**src/rtl/flrd_pkg.sv**
```systemverilog
package flrd_pkg;

    localparam int CMD_W = 8;

    localparam logic [7:0] MFR_CODE     = 8'h20;
    localparam logic [7:0] DEV_CODE_TOP = 8'h90;
    localparam logic [7:0] DEV_CODE_BOT = 8'h91;

    typedef enum logic [1:0] {
        RD_ARRAY  = 2'd0,
        RD_SIG    = 2'd1,
        RD_STATUS = 2'd2
    } rd_mode_e;

    // Encoding 3 is reserved and never loaded into the mode register.
    function automatic logic mode_valid(input logic [1:0] sel);
        return sel != 2'd3;
    endfunction

    // Identifier byte: address bit 0 picks manufacturer (0) or device (1).
    function automatic logic [7:0] sig_code(input logic sel_dev, input logic top_boot);
        if (!sel_dev)
            return MFR_CODE;
        return top_boot ? DEV_CODE_TOP : DEV_CODE_BOT;
    endfunction

endpackage

```
**src/rtl/flrd_wr_latch.sv**
```systemverilog
module flrd_wr_latch #(
    parameter int ADDR_W = 20,
    parameter int DATA_W = 16
) (
    input  logic              clk,
    input  logic              rst,
    input  logic              ce_n,
    input  logic              we_n,
    input  logic [ADDR_W-1:0] addr,
    input  logic [DATA_W-1:0] din,
    output logic              wr_stb,
    output logic [ADDR_W-1:0] wr_addr,
    output logic [DATA_W-1:0] wr_data
);

    logic wr_phase;
    logic wr_phase_q;

    // The write phase lasts while both strobes are low; it ends on the first rise.
    assign wr_phase = !ce_n && !we_n;

    always_ff @(posedge clk) begin
        if (rst) begin
            wr_phase_q <= 1'b0;
            wr_stb     <= 1'b0;
            wr_addr    <= '0;
            wr_data    <= '0;
        end else begin
            wr_phase_q <= wr_phase;
            wr_stb     <= wr_phase_q && !wr_phase;
            if (wr_phase) begin
                wr_addr <= addr;
                wr_data <= din;
            end
        end
    end

endmodule

```
**src/rtl/flrd_mode_reg.sv**
```systemverilog
module flrd_mode_reg
    import flrd_pkg::*;
(
    input  logic       clk,
    input  logic       rst,
    input  logic       mode_set,
    input  logic [1:0] mode_sel,
    output rd_mode_e   rd_mode
);

    always_ff @(posedge clk) begin
        if (rst)
            rd_mode <= RD_ARRAY;
        else if (mode_set && mode_valid(mode_sel))
            rd_mode <= rd_mode_e'(mode_sel);
    end

endmodule

```
**src/rtl/flrd_out_mux.sv**
```systemverilog
module flrd_out_mux
    import flrd_pkg::*;
#(
    parameter int DATA_W   = 16,
    parameter int STAT_W   = 8,
    parameter bit TOP_BOOT = 1'b1
) (
    input  logic              clk,
    input  logic              rst,
    input  logic              ce_n,
    input  logic              oe_n,
    input  logic              addr_lsb,
    input  rd_mode_e          rd_mode,
    input  logic [DATA_W-1:0] arr_data,
    input  logic [STAT_W-1:0] status_in,
    output logic [DATA_W-1:0] dq_o,
    output logic              dq_en
);

    localparam int SIG_PAD  = DATA_W - 8;
    localparam int STAT_PAD = DATA_W - STAT_W;

    logic [STAT_W-1:0] stat_q;
    logic [DATA_W-1:0] rd_word;

    always_ff @(posedge clk) begin
        if (rst)
            stat_q <= '0;
        else
            stat_q <= status_in;
    end

    always_comb begin
        case (rd_mode)
            RD_SIG:    rd_word = {{SIG_PAD{1'b0}}, sig_code(addr_lsb, TOP_BOOT)};
            RD_STATUS: rd_word = {{STAT_PAD{1'b0}}, stat_q};
            default:   rd_word = arr_data;
        endcase
    end

    assign dq_en = !rst && !ce_n && !oe_n;
    assign dq_o  = dq_en ? rd_word : '0;

endmodule

```
**src/rtl/flrd_read_path.sv**
```systemverilog
module flrd_read_path
    import flrd_pkg::*;
#(
    parameter int ADDR_W   = 20,
    parameter int DATA_W   = 16,
    parameter int STAT_W   = 8,
    parameter bit TOP_BOOT = 1'b1
) (
    input  logic              clk,
    input  logic              rst,
    input  logic              ce_n,
    input  logic              oe_n,
    input  logic              we_n,
    input  logic [ADDR_W-1:0] addr,
    input  logic [DATA_W-1:0] din,
    input  logic [DATA_W-1:0] arr_data,
    input  logic [STAT_W-1:0] status_in,
    input  logic              mode_set,
    input  logic [1:0]        mode_sel,
    output logic [DATA_W-1:0] dq_o,
    output logic              dq_en,
    output logic              wr_stb,
    output logic [ADDR_W-1:0] wr_addr,
    output logic [DATA_W-1:0] wr_data,
    output logic [CMD_W-1:0]  wr_cmd
);

    rd_mode_e rd_mode;

    flrd_wr_latch #(
        .ADDR_W (ADDR_W),
        .DATA_W (DATA_W)
    ) u_wr (
        .clk     (clk),
        .rst     (rst),
        .ce_n    (ce_n),
        .we_n    (we_n),
        .addr    (addr),
        .din     (din),
        .wr_stb  (wr_stb),
        .wr_addr (wr_addr),
        .wr_data (wr_data)
    );

    flrd_mode_reg u_mode (
        .clk      (clk),
        .rst      (rst),
        .mode_set (mode_set),
        .mode_sel (mode_sel),
        .rd_mode  (rd_mode)
    );

    flrd_out_mux #(
        .DATA_W   (DATA_W),
        .STAT_W   (STAT_W),
        .TOP_BOOT (TOP_BOOT)
    ) u_out (
        .clk       (clk),
        .rst       (rst),
        .ce_n      (ce_n),
        .oe_n      (oe_n),
        .addr_lsb  (addr[0]),
        .rd_mode   (rd_mode),
        .arr_data  (arr_data),
        .status_in (status_in),
        .dq_o      (dq_o),
        .dq_en     (dq_en)
    );

    // Commands travel on the low byte only.
    assign wr_cmd = wr_data[CMD_W-1:0];

endmodule

```
**config.mk**
```make
export PLATFORM = sky130hd
export DESIGN_NAME = flrd_read_path
export DESIGN_NICKNAME = d
export VERILOG_FILES = /design/src/rtl/flrd_pkg.sv /design/src/rtl/flrd_wr_latch.sv /design/src/rtl/flrd_mode_reg.sv /design/src/rtl/flrd_out_mux.sv /design/src/rtl/flrd_read_path.sv
export SDC_FILE = /design/constraint.sdc
export NUM_CORES = 1
export LEC_CHECK = 0
export BUFFER_PORTS_ARGS = -buffer_cell sky130_fd_sc_hd__clkbuf_2
export CAP_MARGIN = 5
export CORE_MARGIN = 2
export CORE_UTILIZATION = 40
export DETAILED_ROUTE_END_ITERATION = 10
export GPL_TIMING_DRIVEN = 0
export PLACE_DENSITY = 0.75
export SLEW_MARGIN = 10
export SYNTH_ARGS = -nofsm -noshare
export SYNTH_HDL_FRONTEND = slang
export SYNTH_HIERARCHICAL = 1
export SYNTH_SLANG_ARGS = --single-unit
```
**constraint.sdc**
```tcl
create_clock -name clk -period 3.3 [get_ports clk]
set_input_delay 0.495 -clock clk [delete_from_list [all_inputs] [get_ports clk]]
set_output_delay 0.495 -clock clk [all_outputs]
set_load 0.05 [all_outputs]
```
==> impl_metrics.toml, run 1 <==
[drt]
vias_per_cell = 4.811
ant_nets = 0
drc = 0
drtIter0Drc = 34
drt-total-wl_mm = 5.612
via_count = 2141
post_drt_wl_per_cell_um = 12.61
dr.pass1.iters = 4

[floorplanning]
coreArea_um2 = 5205
rows = 26
io_pins = 130
fp.dieW_um = 77.95
die_area_um2 = 6075
die_y_um = 77.95
initial_core_util_pct = 42.02

[global_routing]
antenna_found_initial = 0
grt_pass1_vias = 2012
gr-usage-all-layers_pct = 17.98
grt_pass1_wl_mm = 8.894
grt_overflow_total = 0
grt_start_max_net_pins = 14

[setup_path]
startpoint_type = "flip-flop"
crit_type = "flip-flop to output pin"
cp.arrival_ns = 2.13
worstPathRequired_ns = 2.80
crit_path_max_fanout = 10
cp-end-kind = "output pin"

[cells_and_area]
multi_input_area_um2 = 996.0
syn_to_final_growth_pct = 37.41
fill_cells = 534
nNetsFinal = 444
antennaDiodeCount = 0
drive_gt1_share_pct = 42.13
seqCellArea_um2 = 960.9

[sta]
tns_ns = 0
drv_slew = 0
worst_pin_slew_ns = 0.4595
period_share_pct = 79.58
finalSetupViolCount = 0
slew_headroom_pct = 69.37
rsz0062_at_grt = "no"
period_minus_slack_ns = 2.626
skew_ns = 0.0003934
hold_viol = 0
fmax_mhz = 380.8

[clock_network]
cts_tree = "yes"
post_cts_resized = 0
cts.sinks = 48
hold_buffers = 0
cts_setup_buffers = 0
cts_max_path_buffers = 2
htreeDepth = 2
clk_pin_slew_ns = 0.08
cts_made_buffers = 5
ctsRootBufferMaster = "clkbuf_8"
clk-insertion-delay-late_ns = 0.29

[yosys]
synth_area_um2 = 2187
synth_nets = 309
synth_edf_count = 0
ys_seq_area_share_pct = 43.94
yosys_warnings = 6
synth_top_area_share_pct = 43.94
ys_async_sr_fraction_pct = 0
yosys_register_bits = 48
synthTopCellsByArea = "dfxtp_1, or3b_1, a21oi_1"
yosysUniqueCellTypes = 29
netlist_instances = 239
synth_ff_type = "dfxtp_1"
avgSynthCellArea_um2 = 9.151
synth_top_cell_by_area = "dfxtp_1"

[power]
power_density_nw_per_um2 = 420.5
power.total_mw = 1.264
power.leakage_nw = 1.464
peakVddDrop_uv = 237.9

[outcome]
status = "finished clean"

[placed_design]
io_buffers = 128
hpwl_mm = 4.228
place_congestion = 0.7734

[run]
maxCapViolCount = 0

[min_path]
worstHoldPathType = "input pin to flip-flop"
-- cells by family (layout without fill, tap and decap cells) --
group	after synthesis	after routing	share of synthesized area, %
buffers and inverters	38	174	10.53
and+or+nand+nor	67	67	23.63
adders and majority gates	2	2	1.144
DFF	48	48	43.94
AOI/OAI and AO/OA	84	84	20.77
-- layer usage --
layer | vias to the layer above | GRT usage (%) | wire (um)
li1 | 1106 | - | -
met1 | 956 | 21.61 | 2460
met2 | 75 | 30.86 | 2742
met3 | 4 | 4.884 | 348
met4 | 0 | 6.140 | 61
met5 | - | 0 | 0
-- synthesized netlist by cell type, types with 2 or more instances --
cell	instances
dfxtp_1	48
or3b_1	36
clkbuf_2	2
inv_1	5
and3_1	8
buf_4	8
a22oi_1	7
and2b_1	8
clkbuf_1	10
ha_1	2
nor2b_1	2
buf_6	6
a21oi_1	38
o21ai_0	26
buf_1	2
buf_2	4
o21ai_1	10
nor2_1	6
-- placed cells by master (no fill, tap or decap) --
master / n
o21ai_0: 26
nor3_1: 1
clkinv_4: 1
nor3b_1: 1
clkbuf_1: 12
clkbuf_2: 130
a21oi_1: 38
buf_1: 2
or3b_1: 36
buf_2: 4
inv_1: 5
nor2b_1: 2
clkbuf_8: 6
a211oi_2: 1
nor2_1: 6
buf_4: 8
or3_1: 1
nand2b_1: 1
and3_1: 8
nor2b_4: 1
buf_6: 6
and2b_1: 8
ha_1: 2
nand3b_1: 1
o21ai_1: 10
a22oi_1: 7
nor3_2: 1
dfxtp_1: 48
o211a_1: 1
a221oi_1: 1
-- sequential cells by signal, summed over array words and instances, names as in the netlist --
| name | count |
|---|---|
| u_wr/wr_data | 16 |
| u_out/stat_q | 8 |
| u_wr/wr_addr | 20 |
| u_wr/wr_stb | 1 |
| u_wr/wr_phase_q | 1 |
| u_mode/rd_mode | 2 |
-- worst paths after layout --
| kind | cells after the start | startpoint | to | slack (ns) |
|---|---|---|---|---|
| worst max-delay path | 8 | u_mode/rd_mode[0] | dq_o[4] | 0.67 |
| worst min-delay path | 2 | status_in[3] | u_out/stat_q[3] | 0.41 |
| worst max register to register | 2 | u_mode/rd_mode[0] | u_mode/rd_mode[0] | 2.63 |
| worst min register to register | 1 | u_wr/wr_phase_q | u_wr/wr_stb | 0.47 |
-- metrics by stage --
step	setup slack (ns)	area [um^2]	cells	utilization, %	hold slack [ns]
6_report	0.6737	3005	445	57.74	0.4059
5_1_grt	0.4772	3005	445	57.74	0.3869
4_1_cts	0.6610	3005	445	57.74	0.3942
3_5_place_dp	0.9981	2915	437	56.01	0.4578
3_3_place_gp	1.039	2915	437	56.01	0.4473
2_1_floorplan	0.8128	2187	239	-	0.4411
-- critical path, stage by stage (launching register included) --
cell and delay, ns:
dfxtp_1 0.36, inv_1 0.05, ha_1 0.27, buf_2 0.17, nor2b_1 0.11, clkbuf_1 0.26
a22oi_1 0.12, a21oi_1 0.18, clkbuf_2 0.30
-- final cells by class --
type,instances,area share (%)
Inverter,6,0.9159
Sequential cell,48,31.97
Clock buffer,8,2.998
Tap cell,70,2.914
Timing Repair Buffer,128,21.32
Multi-Input combinational cell,153,33.14
Buffer,32,6.744
-- report_power, final --
| group | internal [mW] | total (mW) | leakage [nW] | switching, mW |
|---|---|---|---|---|
| registers | 0.606 | 0.618 | 0.394 | 0.0119 |
| logic | 0.102 | 0.297 | 1.02 | 0.196 |
| clock network | 0.171 | 0.348 | 0.0455 | 0.177 |
| total | 0.879 | 1.26 | 1.46 | 0.385 |
(Power assumes the default switching activity.)
==> run 2, diff against run 1 <==
==> constraint.sdc (replaced) <==
create_clock -name clk -period 2.6 [get_ports clk]
set_input_delay 0.39 -clock clk [delete_from_list [all_inputs] [get_ports clk]]
set_output_delay 0.39 -clock clk [all_outputs]
set_load 0.05 [all_outputs]
==> run 2 against run 1 <==
Against the previous run: wire length is essentially flat; die area unchanged; hold slack got worse by 0.10 ns; critical path type unchanged.
==> impl_metrics.toml, run 2 (synthesized netlist as in run 1, its figures left out) <==
[floorplanning]
die_y_um = 77.95
initial_core_util_pct = 42.02
io_pins = 130
die_area_um2 = 6075
rows = 26
coreArea_um2 = 5205
fp.dieW_um = 77.95

[global_routing]
grt_start_max_net_pins = 14
use_met3_pct = 4.884
grt_most_used_layer = "met2"
grt_pass1_wl_mm = 8.894
grtUsageMet1_pct = 21.61
use_met2_pct = 30.86
grt_overflow_total = 0
grt_pass1_vias = 2012
antenna_found_initial = 0
gr-usage-all-layers_pct = 17.98

[min_path]
hold_end = "u_out/stat_q[3]"
whs_path_depth = 2
worstHoldPathType = "input pin to flip-flop"
hold_start = "status_in[3]"

[drt]
dr.pass1.iters = 4
drc = 0
ant_nets = 0
drtIter0Drc = 34
drt-total-wl_mm = 5.617
via_count = 2145
post_drt_wl_per_cell_um = 12.62
vias_per_cell = 4.820

[run]
maxCapViolCount = 0

[power]
peakVddDrop_uv = 301.9
power.leakage_nw = 1.469
power.total_mw = 1.604
power_density_nw_per_um2 = 533.5

[outcome]
status = "finished clean"

[setup_path]
slowest_stage = "dfxtp_1"
cp.arrival_ns = 1.99
cpMostUsedCell = "buf_2"
worstPathRequired_ns = 2.21
crit_path_max_fanout = 10
worstPathCellList = "inv_1, ha_1, buf_2, nor2b_1, clkbuf_2, a22oi_1, a21oi_1, buf_2"
crit_type = "flip-flop to output pin"
timing.rr.start = "u_mode/rd_mode[0]"
cp-end-kind = "output pin"
startpoint_type = "flip-flop"
r2r-end = "u_mode/rd_mode[0]"
crit_start = "u_mode/rd_mode[0]"
r2r_setup_slack_ns = 1.93
rr_worst_depth = 2
max_stage_delay_ns = 0.36

[cells_and_area]
largest_reg_flops = 20
drive_gt1_share_pct = 42.40
stdcell_area_um2 = 3007
antennaDiodeCount = 0
final_cell_mix = "clkbuf_2, dfxtp_1, a21oi_1, or3b_1, o21ai_0"
nNetsFinal = 444
final_common_cell = "clkbuf_2"
syn_to_final_growth_pct = 37.47
largest_register = "u_wr/wr_addr"
reg.largest.list = "u_wr/wr_addr (20), u_wr/wr_data (16), u_out/stat_q (8)"

[sta]
worst_pin_slew_ns = 0.4592
drv_slew = 0
rsz0062_at_grt = "no"
tns_ns = 0
slew_headroom_pct = 69.39
skew_ns = 0.0003934
finalSetupViolCount = 0
fmax_mhz = 420.3
whs_ns = 0.3010
period_share_pct = 91.50
period_minus_slack_ns = 2.379
hold_viol = 0

[clock_network]
clk-insertion-delay-late_ns = 0.29
cts_tree = "yes"
htreeDepth = 2
cts.sinks = 48
cts_setup_buffers = 0
clk_pin_slew_ns = 0.08
cts_made_buffers = 5
cts_max_path_buffers = 2
ctsRootBufferMaster = "clkbuf_8"

[placed_design]
placed_area_um2 = 2915
hpwl_mm = 4.228
place_congestion = 0.7734
io_buffers = 128
-- run 2: changes by cell type in the layout (fill, tap and decap cells not counted) --
cell / before / now
clkbuf_1: 12 / 11
clkbuf_2: 130 / 129
buf_2: 4 / 6
-- run 2: how the worst max path moves through the flow --
stage | slack (ns) | cells after the start | to
floorplan | 0.22 | 7 | dq_o[4]
global placement | 0.44 | 8 | dq_o[7]
detailed placement | 0.40 | 8 | dq_o[4]
CTS | 0.07 | 8 | dq_o[4]
global route | 0.03 | 8 | dq_o[4]
finish | 0.22 | 8 | dq_o[4]
-- run 2: what timing repair did --
action	in CTS	in global routing
resized for setup	0	3
setup endpoints to repair	0	7
hold buffers	0	0
-- run 2: worst max-delay path: cells and delay by family, from the launching register on --
family                   cells  cell delay (ns)
flip-flops                   1             0.36
buffers and inverters        4             0.69
AND/OR/NAND/NOR              1             0.11
AO/OA/AOI/OAI                2             0.25
adder cells (fa/ha/maj)      1             0.27
-- run 2: report_power, final --
part           internal [mW]  switching (mW)
registers              0.769          0.0152
clock network          0.217           0.225
logic                  0.129           0.248
total                   1.12           0.488
-- run 2: area by class of cell --
| class | count | area [um^2] |
|---|---|---|
| Buffer | 32 | 203.9 |
| Clock buffer | 8 | 90.09 |
| Fill cell | 534 | 2198 |
| Inverter | 6 | 27.53 |
| Multi-Input combinational cell | 153 | 996.0 |
| Sequential cell | 48 | 960.9 |
| Tap cell | 70 | 87.58 |
| Timing Repair Buffer | 128 | 640.6 |
-- run 2: routing by layer --
layer | wire (um) | share of wire (%)
met5 | 0 | 0
met4 | 61 | 1.1
met3 | 344 | 6.1
met2 | 2744 | 49
met1 | 2466 | 44
-- run 2: through the flow --
stage                     cells  utilization [%]  setup WS (ns)
final                       445            57.76         0.2210
after global placement      437            56.01         0.4436
after CTS                   445            57.74        0.06602
after detailed placement    437            56.01         0.4031
after floorplan             239                -         0.2178
after global routing        445            57.76        0.02939
==> run 3, diff against run 2 <==
--- a/config.mk
+++ b/config.mk
@@ -7,11 +7,13 @@
 export LEC_CHECK = 0
 export BUFFER_PORTS_ARGS = -buffer_cell sky130_fd_sc_hd__clkbuf_2
 export CAP_MARGIN = 5
+export CELL_PAD_IN_SITES_DETAIL_PLACEMENT = 1
+export CELL_PAD_IN_SITES_GLOBAL_PLACEMENT = 1
 export CORE_MARGIN = 2
-export CORE_UTILIZATION = 40
+export CORE_UTILIZATION = 30
 export DETAILED_ROUTE_END_ITERATION = 10
 export GPL_TIMING_DRIVEN = 0
-export PLACE_DENSITY = 0.75
+export PLACE_DENSITY_LB_ADDON = 0.1
 export SLEW_MARGIN = 10
 export SYNTH_ARGS = -nofsm -noshare
 export SYNTH_HDL_FRONTEND = slang
==> run 3 against run 2 <==
Against the previous run: core utilization is 15 points lower; final cell count is 6.3% higher; clock skew hardly changed; clock power is 3% lower; die area is 32% higher; non-clock buffer count stayed put; critical path type unchanged; highest routed layer unchanged; final area is 0.87% higher; hold slack worse by 0.013 ns; critical path depth stayed put; sequential share of layout area is 0.28 points lower; first-iteration DRC count is 97% higher; flip-flop and latch count stayed put.
==> impl_metrics.toml, run 3 (synthesized netlist as in run 1, its figures left out) <==
[global_routing]
use_met2_pct = 27.27
gr-usage-all-layers_pct = 16.01
grt_most_used_layer = "met2"
use_met3_pct = 5.633
grt_pass1_vias = 2110
antenna_found_initial = 0
grt_pass1_wl_mm = 9.956
grt_overflow_total = 0
grt_start_max_net_pins = 14
grtUsageMet1_pct = 19.25

[setup_path]
crit_path_max_fanout = 10
worstPathRequired_ns = 2.21
cp-end-kind = "output pin"
startpoint_type = "flip-flop"
worstPathCellList = "inv_1, ha_1, buf_2, nor2b_1, clkbuf_2, a22oi_1, a21oi_1, clkbuf_4"
path_buf_inv = 4
max_stage_delay_ns = 0.37
cp.arrival_ns = 2.01
slowest_stage = "dfxtp_1"
crit_type = "flip-flop to output pin"
critPathTopFamily = "buffers and inverters"

[drt]
ant_nets = 0
drc = 0
vias_per_cell = 4.687
dr.pass1.iters = 4
drtIter0Drc = 67
drt-total-wl_mm = 6.460
post_drt_wl_per_cell_um = 13.66
via_count = 2217

[sta]
hold_viol = 0
drv_slew = 0
fmax_mhz = 417.2
period_share_pct = 92.18
skew_ns = 0.00006972
slew_headroom_pct = 67.42
rsz0062_at_grt = "no"
period_minus_slack_ns = 2.397
tns_ns = 0
worst_pin_slew_ns = 0.4888
finalSetupViolCount = 0

[cells_and_area]
reg.largest.list = "u_wr/wr_addr (20), u_wr/wr_data (16), u_out/stat_q (8)"
largest_register = "u_wr/wr_addr"
final_common_cell = "clkbuf_2"
nNetsFinal = 444
drive_gt1_share_pct = 42.51
largest_reg_flops = 20
final_cell_mix = "clkbuf_2, dfxtp_1, a21oi_1, or3b_1, o21ai_0"
antennaDiodeCount = 0
syn_to_final_growth_pct = 38.67

[floorplanning]
fp.dieW_um = 89.39
coreArea_um2 = 7137
rows = 31
initial_core_util_pct = 30.65
die_y_um = 89.39
die_area_um2 = 7990
io_pins = 130

[clock_network]
cts_tree = "yes"
htreeDepth = 2
clk_pin_slew_ns = 0.09
cts_max_path_buffers = 2
clk-insertion-delay-late_ns = 0.30
cts_setup_buffers = 0
cts_made_buffers = 5
cts.sinks = 48
ctsRootBufferMaster = "clkbuf_8"

[power]
power.total_mw = 1.593
power.leakage_nw = 1.464
power_density_nw_per_um2 = 525.3
peakVddDrop_uv = 222.7

[min_path]
worstHoldPathType = "input pin to flip-flop"

[run]
maxCapViolCount = 0

[placed_design]
place_congestion = 0.7132
hpwl_mm = 4.949
io_buffers = 128

[outcome]
status = "finished clean"
-- run 3: path summary, 6_finish.rpt --
check | to | from | slack (ns) | depth (start not counted)
max reg2reg | u_wr/wr_data[1] | u_wr/wr_data[1] | 1.93 | 2
max | dq_o[7] | u_mode/rd_mode[0] | 0.20 | 8
min | u_out/stat_q[4] | status_in[4] | 0.29 | 2
min reg2reg | u_wr/wr_stb | u_wr/wr_phase_q | 0.47 | 1
-- run 3: layer usage --
metal	part of all wire [%]	wire [um]
met5	0	0
met1	41	2646
met3	7.0	450
met4	0.88	57
met2	51	3305
-- run 3: cell type report --
type | instances | area, um^2
Sequential cell | 48 | 960.9
Inverter | 6 | 27.53
Multi-Input combinational cell | 153 | 996.0
Fill cell | 941 | 4104
Clock buffer | 6 | 72.57
Tap cell | 99 | 123.9
Buffer | 32 | 203.9
Clock inverter | 1 | 5.005
Timing Repair Buffer | 128 | 643.1
-- run 3: stage by stage --
stage | instance area (um^2) | instances | util (%) | hold slack, ns | setup slack [ns]
finish | 3033 | 473 | 42.50 | 0.2879 | 0.2033
global route | 3033 | 473 | 42.50 | 0.2798 | 0.01465
CTS | 3032 | 473 | 42.48 | 0.2807 | 0.04250
detailed placement | 2952 | 466 | 41.36 | 0.4624 | 0.3465
global placement | 2952 | 466 | 41.36 | 0.4533 | 0.3849
floorplan | 2187 | 239 | - | 0.4411 | 0.2178
-- run 3: worst reg2reg max path: cells and delay by family, from the launching register on --
| family | cells | cell delay (ns) |
|---|---|---|
| flops | 1 | 0.37 |
| compound gates | 2 | 0.24 |
-- run 3: power breakdown --
| part | switching [mW] | leakage, nW | internal, mW |
|---|---|---|---|
| Combinational | 0.251 | 1.03 | 0.130 |
| Sequential | 0.0160 | 0.394 | 0.769 |
| Clock | 0.243 | 0.0410 | 0.184 |
-- run 3: what timing repair did --
| action | 4_1_cts | 5_1_grt |
|---|---|---|
| hold endpoints to repair | 0 | 0 |
| hold buffers | 0 | 0 |
| endpoints found under the setup margin | 1 | 7 |
| resized for setup | 1 | 3 |
